### config.mk
export PLATFORM = sky130hd
export DESIGN_NAME = refclk_failover
export DESIGN_NICKNAME = d
export VERILOG_FILES = /design/src/rtl/refsel_pkg.sv /design/src/rtl/refsel_sync.sv /design/src/rtl/refsel_activity.sv /design/src/rtl/refsel_policy.sv /design/src/rtl/refclk_failover.sv
export SDC_FILE = /design/constraint.sdc
export NUM_CORES = 1
export LEC_CHECK = 0
export ABC_AREA = 1
export ABC_CLOCK_PERIOD_IN_PS = 3320
export BUFFER_PORTS_ARGS = -buffer_cell sky130_fd_sc_hd__buf_2
export CAP_MARGIN = 40
export CELL_PAD_IN_SITES_DETAIL_PLACEMENT = 0
export CELL_PAD_IN_SITES_GLOBAL_PLACEMENT = 2
export CORE_MARGIN = 1
export CORE_UTILIZATION = 35
export CTS_CLUSTER_SIZE = 14
export DETAILED_ROUTE_END_ITERATION = 12
export PLACE_DENSITY_LB_ADDON = 0.1
export SLEW_MARGIN = 0
export SYNTH_ARGS = -nofsm -noshare
export SYNTH_HDL_FRONTEND = slang
export SYNTH_SLANG_ARGS = --single-unit
### constraint.sdc
create_clock -name mon_clk -period 3.32 [get_ports mon_clk]
set_clock_uncertainty 0.15 [all_clocks]
set_input_delay 0 -clock mon_clk [delete_from_list [all_inputs] [get_ports mon_clk]]
set_output_delay 0 -clock mon_clk [all_outputs]
set_load 0.01 [all_outputs]
### src/rtl/refsel_pkg.sv
package refsel_pkg;
  typedef enum logic {SRC_0 = 1'b0, SRC_1 = 1'b1} src_e;

  function automatic src_e other_src(input src_e s);
    return (s == SRC_0) ? SRC_1 : SRC_0;
  endfunction
endpackage

### src/rtl/refsel_sync.sv
module refsel_sync #(
  parameter int STAGES = 2
) (
  input  logic clk,
  input  logic rst_n,
  input  logic din,
  output logic rise
);
  localparam int LAST = STAGES;

  logic [LAST:0] pipe_q;

  always_ff @(posedge clk) begin
    if (!rst_n) pipe_q <= '0;
    else        pipe_q <= {pipe_q[LAST-1:0], din};
  end

  assign rise = pipe_q[LAST-1] & ~pipe_q[LAST];
endmodule

### src/rtl/refsel_activity.sv
module refsel_activity #(
  parameter int WIN  = 16,
  parameter int GOOD = 8
) (
  input  logic clk,
  input  logic rst_n,
  input  logic rise,
  output logic dead
);
  localparam int IW = (WIN  > 1) ? $clog2(WIN)  : 1;
  localparam int GW = (GOOD > 1) ? $clog2(GOOD) : 1;
  localparam logic [IW-1:0] IDLE_MAX = IW'(WIN - 1);
  localparam logic [GW-1:0] GOOD_MAX = GW'(GOOD - 1);

  logic [IW-1:0] idle_q;
  logic [GW-1:0] good_q;
  logic          dead_q;

  always_ff @(posedge clk) begin
    if (!rst_n) begin
      idle_q <= '0;
      good_q <= '0;
      dead_q <= 1'b0;
    end else if (rise) begin
      idle_q <= '0;
      if (dead_q) begin
        if (good_q == GOOD_MAX) begin
          dead_q <= 1'b0;
          good_q <= '0;
        end else begin
          good_q <= good_q + 1'b1;
        end
      end
    end else if (idle_q == IDLE_MAX) begin
      dead_q <= 1'b1;
      good_q <= '0;
    end else begin
      idle_q <= idle_q + 1'b1;
    end
  end

  assign dead = dead_q;
endmodule

### src/rtl/refsel_policy.sv
module refsel_policy
  import refsel_pkg::*;
(
  input  logic       clk,
  input  logic       rst_n,
  input  logic       auto_en,
  input  logic       man_pick,
  input  logic [1:0] dead,
  output logic       sel,
  output logic       ack
);
  src_e cur_q, nxt;
  logic ack_q;
  logic cur_dead, alt_dead;

  always_comb begin
    cur_dead = dead[cur_q];
    alt_dead = dead[other_src(cur_q)];
    nxt      = cur_q;
    if (!auto_en)                  nxt = src_e'(man_pick);
    else if (cur_dead && !alt_dead) nxt = other_src(cur_q);
  end

  always_ff @(posedge clk) begin
    if (!rst_n) begin
      cur_q <= src_e'(man_pick);
      ack_q <= man_pick;
    end else begin
      cur_q <= nxt;
      ack_q <= nxt;
    end
  end

  assign sel = cur_q;
  assign ack = ack_q;
endmodule

### src/rtl/refclk_failover.sv
module refclk_failover #(
  parameter int WIN    = 16,
  parameter int GOOD   = 8,
  parameter int STAGES = 2
) (
  input  logic       mon_clk,
  input  logic       rst_n,
  input  logic       ref_in0,
  input  logic       ref_in1,
  input  logic       auto_en,
  input  logic       man_pick,
  output logic       mux_sel,
  output logic       sel_ack,
  output logic [1:0] fail_flag
);
  localparam int NREF = 2;

  logic [NREF-1:0] refs;
  logic [NREF-1:0] rises;
  logic [NREF-1:0] deads;

  assign refs = {ref_in1, ref_in0};

  for (genvar g = 0; g < NREF; g++) begin : g_mon
    refsel_sync #(.STAGES(STAGES)) u_sync (
      .clk(mon_clk), .rst_n(rst_n), .din(refs[g]), .rise(rises[g])
    );
    refsel_activity #(.WIN(WIN), .GOOD(GOOD)) u_act (
      .clk(mon_clk), .rst_n(rst_n), .rise(rises[g]), .dead(deads[g])
    );
  end

  refsel_policy u_pol (
    .clk(mon_clk), .rst_n(rst_n), .auto_en(auto_en), .man_pick(man_pick),
    .dead(deads), .sel(mux_sel), .ack(sel_ack)
  );

  assign fail_flag = deads;
endmodule

==> results of run 1 <==
-- cell families (layout without fill, tap and decap cells) --
logic type,Yosys count,count (layout),synth area share
simple gates,54,54,0.248
buf+inv,25,41,0.107
flops,23,23,0.461
compound gates,20,20,0.112
fa+ha+maj,6,6,0.0735
-- metal layers --
layer  vias up  wire length, um
li1        445                -
met1       371              928
met2        16              775
met3         2               62
met4         0               16
met5         -                0
-- through the flow --
stage / instances / area [um^2] / util
finish: 175 / 1170 / 0.425
CTS: 175 / 1170 / 0.425
global placement: 164 / 1070 / 0.390
floorplan: 128 / 1020 / -
detailed placement: 164 / 1070 / 0.390
global route: 175 / 1170 / 0.425
-- worst reg2reg max path, delay by kind of cell (launching register included) --
kind / cells / cell delay [ps]
buffers and inverters: 1 / 560
AOI/OAI and AO/OA: 1 / 100
DFF: 1 / 440
-- cell usage in the layout (no fill, tap or decap), types with 4 or more instances in the layout --
cell / synthesis / layout
dfxtp_1: 22 / 22
inv_1: 20 / 20
nand3_1: 15 / 15
buf_2: 0 / 9
dlygate4sd3_1: 0 / 7
nand2_1: 24 / 24
nor2_1: 4 / 4
a21oi_1: 13 / 13
ha_1: 6 / 6
-- cell type report --
type	count	area, um^2
Fill cell	294	1590
Sequential cell	23	470
Multi-Input combinational cell	80	442
Timing Repair Buffer	16	115
Clock buffer	4	26.3
Tap cell	31	38.8
Inverter	21	78.8
-- power breakdown --
group	leakage [nW]	total (mW)	switching, mW	internal [mW]
Combinational	0.309	0.0375	0.0187	0.0188
Sequential	0.189	0.297	0.00843	0.288
Clock	0.0150	0.129	0.0817	0.0468
-- what timing repair did --
action,CTS,global route
hold endpoints to repair,14,0
setup buffers,0,0
hold buffers,7,0
-- how the worst max path moves through the flow --
stage                                     to  cells after the start
finish                             u_pol.sel                      5
CTS                                u_pol.sel                      5
floorplan           g_mon[0].u_act.idle_q[2]                      6
detailed placement  g_mon[0].u_act.good_q[0]                      6
global placement    g_mon[0].u_act.good_q[1]                      6
global route                       u_pol.sel                      5
-- sequential cells by signal, indices dropped and copies added (netlist names) --
signal and count:
g_mon.u_act.dead 2, u_pol.sel 1, g_mon.u_act.idle_q 8, g_mon.u_act.good_q 6
g_mon.u_sync.pipe_q 6
==> out/metrics.yaml, run 1 <==
run_status:
  status: "complete, no violations"
global_routing:
  grt_pass1_wl_mm: 3.15
  top_usage_layer: "met2"
  globalRoute.totalOverflow: 0
  grt_start_max_net_pins: 14
  grt_util_met2: 0.189
  grt_pass1_vias: 702
  track_usage: 0.130
  met3_usage: 0.0279
  antenna_found_initial: 0
  grtUsageMet1: 0.177
worst_setup_path:
  critPathBufInv: 3
  crit_path_max_fanout: 13
  r2r-end: "u_pol.sel"
  r2r_slack_ps: 1840
  end_kind: "flop"
  required_ps: 3240
  timing.critical_path.mode_cell: "dlygate4sd3_1"
  worst_setup_path_start_kind: "input pin"
  cp-startpoint: "rst_n"
  cpLargestDelayFamily: "buffers and inverters"
  path_cells: "dlygate4sd3_1 > buf_2 > a21oi_1 > a31oi_1 > dlygate4sd3_1"
  r2r_start: "u_pol.sel"
  reg2reg_depth: 2
  cp_slowest_cell: "dlygate4sd3_1"
  criticalPathCategory: "in -> reg"
  arrival_ps: 1500
  max_stage_delay_ps: 560
synth:
  postSynth.asyncResetShare: 0
  synth_fp_nets: 140
  synth_edf_count: 1
  synthesis.area_um2: 1020
  synthFlopType: "dfxtp_1"
  synth_cell_types: 23
  yosys_warnings: 0
  synthTopCellsByArea: "dfxtp_1, nand2_1, ha_1"
  synth.avg_cell_area_um2: 7.98
  synthCells: 128
  ys_seq_area_frac: 0.461
  synth_top_cell_area_share: 0.431
  synth_common_cells: "nand2_1, dfxtp_1, inv_1"
  ys_ff_latch: 23
  synth_most_common_cell: "nand2_1"
  synth_area_leader_cell: "dfxtp_1"
clock_tree:
  cts-root-buf: "clkbuf_4"
  cts_num_sinks: 23
  htreeDepth: 1
  ctsResizeCount: 0
  worstSkewPairLatency_ps: 300
  tritoncts: "built"
  path_clk_slew_ps: 120
  cts_buffers: 3
  cts_buffer_depth: 2
route:
  drtPass1Iterations: 4
  num_vias: 834
  drcViolationCount: 0
  wire_per_inst_um: 10.2
  antenna_left: 0
  drt_iter0_drc: 35
  wirelength_mm: 1.78
  routed_via_density: 4.77
die:
  die_width_um: 56.0
  rows: 19
  die_h_um: 56.0
  pin_count: 10
  die_area_um2: 3140
  coreArea_um2: 2760
  initial_core_util: 0.370
sta:
  rsz0062_at_grt: "no"
  hold_violations: 0
  layout_min_cycle_time_ps: 1580
  slew_headroom: 0.816
  setup_viol: 0
  tns_ps: 0
  tightest_slew_ps: 274
  finalCritPeriodShare: 0.475
  hold_ws_ps: 274
  setup_slack_ps: 1740
  fmax_mhz: 635
  maxSlewViolCount: 0
min_path:
  hold_class: "reg -> reg"
  hold_end: "g_mon[1].u_sync.pipe_q[1]"
  hp-start: "g_mon[1].u_sync.pipe_q[0]"
  hold_depth: 2
power_and_ir_drop:
  p_leak_nw: 0.514
  power_density_nw_per_um2: 395
  vdd_drop_max_v: 0.000231
  power_uw: 463
place:
  place_congestion: 0.755
  hpwlAfterDp_mm: 1.29
  pre_cts_slack_ps: 2010
  port_buffers: 9
cells_and_area:
  n_antenna_cell: 0
  layout-drive-gt1-share: 0.139
  fin_nets: 157
  areaGrowthSynthToFinish_pct: 14.7
job:
  max-cap-violations: 0
Power figures use the tool's default switching activity.
==> run 2, diff against run 1 <==
--- a/config.mk
+++ b/config.mk
@@ -6,13 +6,13 @@
 export NUM_CORES = 1
 export LEC_CHECK = 0
 export ABC_AREA = 1
-export ABC_CLOCK_PERIOD_IN_PS = 3320
+export ABC_CLOCK_PERIOD_IN_PS = 1330
 export BUFFER_PORTS_ARGS = -buffer_cell sky130_fd_sc_hd__buf_2
 export CAP_MARGIN = 40
 export CELL_PAD_IN_SITES_DETAIL_PLACEMENT = 0
 export CELL_PAD_IN_SITES_GLOBAL_PLACEMENT = 2
 export CORE_MARGIN = 1
-export CORE_UTILIZATION = 35
+export CORE_UTILIZATION = 30
 export CTS_CLUSTER_SIZE = 14
 export DETAILED_ROUTE_END_ITERATION = 12
 export PLACE_DENSITY_LB_ADDON = 0.1
==> constraint.sdc (replaced) <==
create_clock -name mon_clk -period 1.33 [get_ports mon_clk]
set_clock_uncertainty 0.15 [all_clocks]
set_input_delay 0 -clock mon_clk [delete_from_list [all_inputs] [get_ports mon_clk]]
set_output_delay 0 -clock mon_clk [all_outputs]
set_load 0.01 [all_outputs]
==> run 2 against run 1 <==
Against the previous run: sequential share of layout area fell by 2.5 points; setup slack got worse by 1700 ps; hold slack got worse by 1.3 ps; routed wire length rose by 11%; die area rose by 16%; critical path type is now reg -> reg; largest cell class unchanged; largest power group unchanged.
==> out/metrics.yaml, run 2 (synthesized netlist as in run 1, its figures left out) <==
worst_setup_path:
  r2r_start: "g_mon[1].u_act.good_q[0]"
  cp-startpoint: "g_mon[1].u_act.good_q[0]"
  required_ps: 1430
  path_cells: "ha_1 > ha_1 > inv_2 > nand4_1 > a21oi_2"
  timing.critical_path.mode_cell: "ha_1"
  end_kind: "flop"
  arrival_ps: 1380
  worst_setup_path_start_kind: "flop"
  max_stage_delay_ps: 350
  critPathBufInv: 1
  cpLargestDelayFamily: "adder cells"
  crit_path_max_fanout: 3
  cp_slowest_cell: "dfxtp_2"
  criticalPathCategory: "reg -> reg"
clock_tree:
  path_clk_slew_ps: 120
  cts-root-buf: "clkbuf_4"
  htreeDepth: 1
  cts_buffers: 3
  worstSkewPairLatency_ps: 310
  cts_buffer_depth: 2
  cts_num_sinks: 23
  tritoncts: "built"
sta:
  slew_headroom: 0.786
  hold_violations: 0
  layout_min_cycle_time_ps: 1280
  maxSlewViolCount: 0
  setup_viol: 0
  finalCritPeriodShare: 0.965
  tns_ps: 0
  rsz0062_at_grt: "yes"
  fmax_mhz: 779
  hold_ws_ps: 273
  tightest_slew_ps: 320
cells_and_area:
  utilization: 0.404
  largest_reg_flops: 8
  areaGrowthSynthToFinish_pct: 23.7
  fin_nets: 164
  reg_top3: "g_mon.u_act.idle_q: 8 flops, g_mon.u_act.good_q: 6 flops, g_mon.u_sync.pipe_q: 6 flops"
  stdcell_count: 195
  final_common_cell: "nand2_1"
  top_register: "g_mon.u_act.idle_q"
  final_cell_mix: "nand2_1, dfxtp_1, inv_1"
  layout-drive-gt1-share: 0.225
  n_antenna_cell: 0
route:
  drt_iter0_drc: 17
  drtPass1Iterations: 5
  wirelength_mm: 1.98
  routed_via_density: 4.37
  num_vias: 853
  drcViolationCount: 0
  antenna_left: 0
  wire_per_inst_um: 10.1
die:
  initial_core_util: 0.326
  die_area_um2: 3640
  pin_count: 10
  rows: 20
  die_width_um: 60.3
  die_h_um: 60.3
  coreArea_um2: 3130
global_routing:
  track_usage: 0.130
  antenna_found_initial: 0
  grt_pass1_wl_mm: 3.53
  grt_pass1_vias: 869
  grt_start_max_net_pins: 14
  globalRoute.totalOverflow: 0
place:
  port_buffers: 9
  placed_cells_incl_taps: 182
  hpwlAfterDp_mm: 1.36
  place_congestion: 0.660
power_and_ir_drop:
  power_density_nw_per_um2: 934
  vdd_drop_max_v: 0.000325
  p_leak_nw: 0.551
job:
  max-cap-violations: 0
run_status:
  status: "complete, no violations"
min_path:
  hp-start: "g_mon[1].u_sync.pipe_q[0]"
  hold_class: "reg -> reg"
==> run 2: cell count changes in the layout (fill, tap and decap cells not counted), moves of 2 or more <==
cell	delta
buf_4	+6
dfxtp_1	-2
inv_1	-2
inv_2	+2
==> run 2: final cells by class <==
cell class                 count  area [um^2]
multi-input combinational     80          455
sequential                    23          475
clock inverter                 1         5.00
inverter                      21         78.8
clock buffer                   3         22.5
timing repair buffer          23          170
tap                           44         55.1
fill                         325         1870
==> run 2: worst paths after layout <==
path                                                   to  slack (ps)  cells after the start
worst max-delay path             g_mon[1].u_act.good_q[0]          50                      5
worst min-delay path            g_mon[1].u_sync.pipe_q[1]         270                      2
worst max register to register   g_mon[1].u_act.good_q[0]          50                      5
worst min register to register  g_mon[1].u_sync.pipe_q[1]         270                      2
==> run 2: worst reg2reg max path, stage by stage (launching register included) <==
cell     delay (ps)
dfxtp_2         350
ha_1            200
ha_1            190
inv_2            70
nand4_1         120
a21oi_2         140
==> run 2: timing repair <==
| action | 4_1_cts | 5_1_grt |
|---|---|---|
| gates resized for setup | 1 | 8 |
| endpoints found under the setup margin | 4 | 9 |
| buffers inserted | 0 | 1 |
| pin swaps | 0 | 4 |
| hold buffers | 8 | 0 |
| endpoints found under the hold margin | 14 | 0 |
==> run 2: through the flow <==
step	power, mW	cell area (um^2)	worst slack [ps]
2_1_floorplan	0.811	1020	117
4_1_cts	1.20	1240	32.8
6_report	1.18	1260	46.8
5_1_grt	1.26	1260	-23.8
3_3_place_gp	0.846	1130	13.0
3_5_place_dp	0.848	1130	-5.15
==> run 2: per-layer routing <==
metal	GRT usage	part of all wire	vias up
met4	0.0598	0.0040	0
met3	0.0256	0.023	2
met2	0.224	0.52	10
met1	0.155	0.45	380
met5	0	0	-
li1	-	-	461
==> run 2: power breakdown <==
part / switching [mW] / internal (mW)
registers: 0.0172 / 0.719
logic: 0.0564 / 0.0620
clock network: 0.212 / 0.112
==> run 3, diff against run 2 <==
--- a/config.mk
+++ b/config.mk
@@ -11,6 +11,7 @@
 export CAP_MARGIN = 40
 export CELL_PAD_IN_SITES_DETAIL_PLACEMENT = 0
 export CELL_PAD_IN_SITES_GLOBAL_PLACEMENT = 2
+export CORE_ASPECT_RATIO = 0.75
 export CORE_MARGIN = 1
 export CORE_UTILIZATION = 30
 export CTS_CLUSTER_SIZE = 14
==> run 3 against run 2 <==
Against the previous run: the flow now finishes with violations (negative hold slack); highest routed layer is now met3; utilization grew 1.3 points; critical path type unchanged; non-clock buffer count is the same; critical path depth is the same; routed wire length rose by 2.9%; setup slack improved by 21 ps; global-route usage decreased by 0.32 points; die area is essentially flat; register-to-register slack improved by 20 ps.
==> out/metrics.yaml, run 3 (synthesized netlist as in run 1, its figures left out) <==
global_routing:
  grt_pass1_vias: 770
  track_usage: 0.127
  grt_pass1_wl_mm: 3.53
  globalRoute.totalOverflow: 0
  antenna_found_initial: 0
  grt_start_max_net_pins: 14
sta:
  hold_violations: 1
  setup_viol: 0
  tns_ps: 0
  finalCritPeriodShare: 0.949
  slew_headroom: 0.816
  tightest_slew_ps: 276
  fmax_mhz: 792
  hold_ws_ps: -1.50
  rsz0062_at_grt: "no"
  maxSlewViolCount: 0
  layout_min_cycle_time_ps: 1260
clock_tree:
  tritoncts: "built"
  cts_buffer_depth: 2
  cts_num_sinks: 23
  cts_buffers: 3
  htreeDepth: 1
  cts-root-buf: "clkbuf_8"
  worstSkewPairLatency_ps: 260
  path_clk_slew_ps: 80
worst_setup_path:
  reg2reg_depth: 5
  criticalPathCategory: "reg -> reg"
  timing.critical_path.mode_cell: "ha_1"
  crit_path_end: "g_mon[1].u_act.good_q[0]"
  r2r-end: "g_mon[1].u_act.good_q[0]"
  cp_slowest_cell: "dfxtp_1"
  arrival_ps: 1300
  max_stage_delay_ps: 340
  critPathBufInv: 1
  cpLargestDelayFamily: "adder cells"
  path_cells: "ha_1 > ha_1 > inv_2 > nand4_1 > a21oi_1"
  crit_path_max_fanout: 3
  required_ps: 1370
  end_kind: "flop"
  cp.depth: 5
  r2r_slack_ps: 70
  r2r_start: "g_mon[1].u_act.good_q[0]"
  cp-startpoint: "g_mon[1].u_act.good_q[0]"
  worst_setup_path_start_kind: "flop"
run_status:
  status: "finished, violations left"
  violations: "negative hold slack"
cells_and_area:
  fillers: 313
  final_common_cell: "nand2_1"
  layout-drive-gt1-share: 0.232
  fin_nets: 164
  areaGrowthSynthToFinish_pct: 26.0
  n_antenna_cell: 0
  final_cell_mix: "nand2_1, dfxtp_1, inv_1"
  top_register: "g_mon.u_act.idle_q"
  reg_top3: "g_mon.u_act.idle_q: 8 flops, g_mon.u_act.good_q: 6 flops, g_mon.u_sync.pipe_q: 6 flops"
  largest_reg_flops: 8
die:
  die_area_um2: 3640
  coreArea_um2: 3080
  rows: 17
  pin_count: 10
  die_h_um: 52.5
  initial_core_util: 0.331
  die_width_um: 69.4
power_and_ir_drop:
  p_sw_frac: 0.234
  p_leak_nw: 0.560
  vdd_drop_max_v: 0.000633
  power_frac_seq: 0.571
  p_comb_frac: 0.096
  clockPowerShare: 0.334
  power_density_nw_per_um2: 1010
  p_sw_uw: 303
  power_mw: 1.30
  internal_power_uw: 994
route:
  antenna_left: 0
  routed_via_density: 4.46
  drt_iter0_drc: 28
  drtPass1Iterations: 4
  drcViolationCount: 0
  wirelength_mm: 2.04
  wire_per_inst_um: 10.8
  num_vias: 842
min_path:
  hold_class: "in -> reg"
  hold_depth: 2
place:
  port_buffers: 9
  hpwlAfterDp_mm: 1.47
  place_congestion: 0.767
job:
  max-cap-violations: 0
run 3: worst min-delay path by stage:
stage | start | slack [ps] | to
floorplan | ref_in0 | -50 | g_mon[0].u_sync.pipe_q[0]
global placement | ref_in1 | 30 | g_mon[1].u_sync.pipe_q[0]
detailed placement | ref_in1 | 40 | g_mon[1].u_sync.pipe_q[0]
CTS | rst_n | 5 | u_pol.sel
global route | rst_n | 20 | u_pol.sel
finish | rst_n | -2 | u_pol.sel
run 3: what timing repair did:
action	in CTS	in global routing
buffers inserted	0	0
endpoints found under the hold margin	9	0
hold buffers	8	0
setup endpoints to repair	0	10
gates resized for setup	0	11
run 3: power groups by stage:
| stage | Clock, mW | Combinational [mW] | Sequential (mW) |
|---|---|---|---|
| final | 0.433 | 0.124 | 0.740 |
| after global routing | 0.484 | 0.141 | 0.745 |
| after CTS | 0.451 | 0.122 | 0.736 |
| after detailed placement | 0 | 0.103 | 0.752 |
| after global placement | 0 | 0.100 | 0.751 |
| after floorplan | 0 | 0.0576 | 0.753 |
run 3: routing by layer:
layer	share of wire	global-route usage	vias to the layer above
met1	0.54	0.169	377
met3	0.026	0.0462	0
met2	0.43	0.199	7
met4	0	0.0204	0
li1	-	-	458
met5	0	0	-
run 3: layout make-up:
class | count | area [um^2] | area share
Clock buffer | 3 | 41.3 | 0.0321
Multi-Input combinational cell | 80 | 469 | 0.365
Clock inverter | 1 | 5.00 | 0.00389
Sequential cell | 23 | 474 | 0.369
Inverter | 21 | 78.8 | 0.0613
Timing Repair Buffer | 23 | 170 | 0.132
Tap cell | 38 | 47.5 | 0.0370
run 3: through the flow:
stage	hold slack (ps)	worst slack, ps	instance area (um^2)	util	std cells
2_1_floorplan	-52.4	117	1020	-	128
3_3_place_gp	31.7	70.6	1130	0.366	177
3_5_place_dp	35.0	53.1	1130	0.366	177
4_1_cts	5.13	37.4	1250	0.407	189
5_1_grt	16.5	1.90	1290	0.417	189
6_report	-1.50	68.0	1290	0.417	189
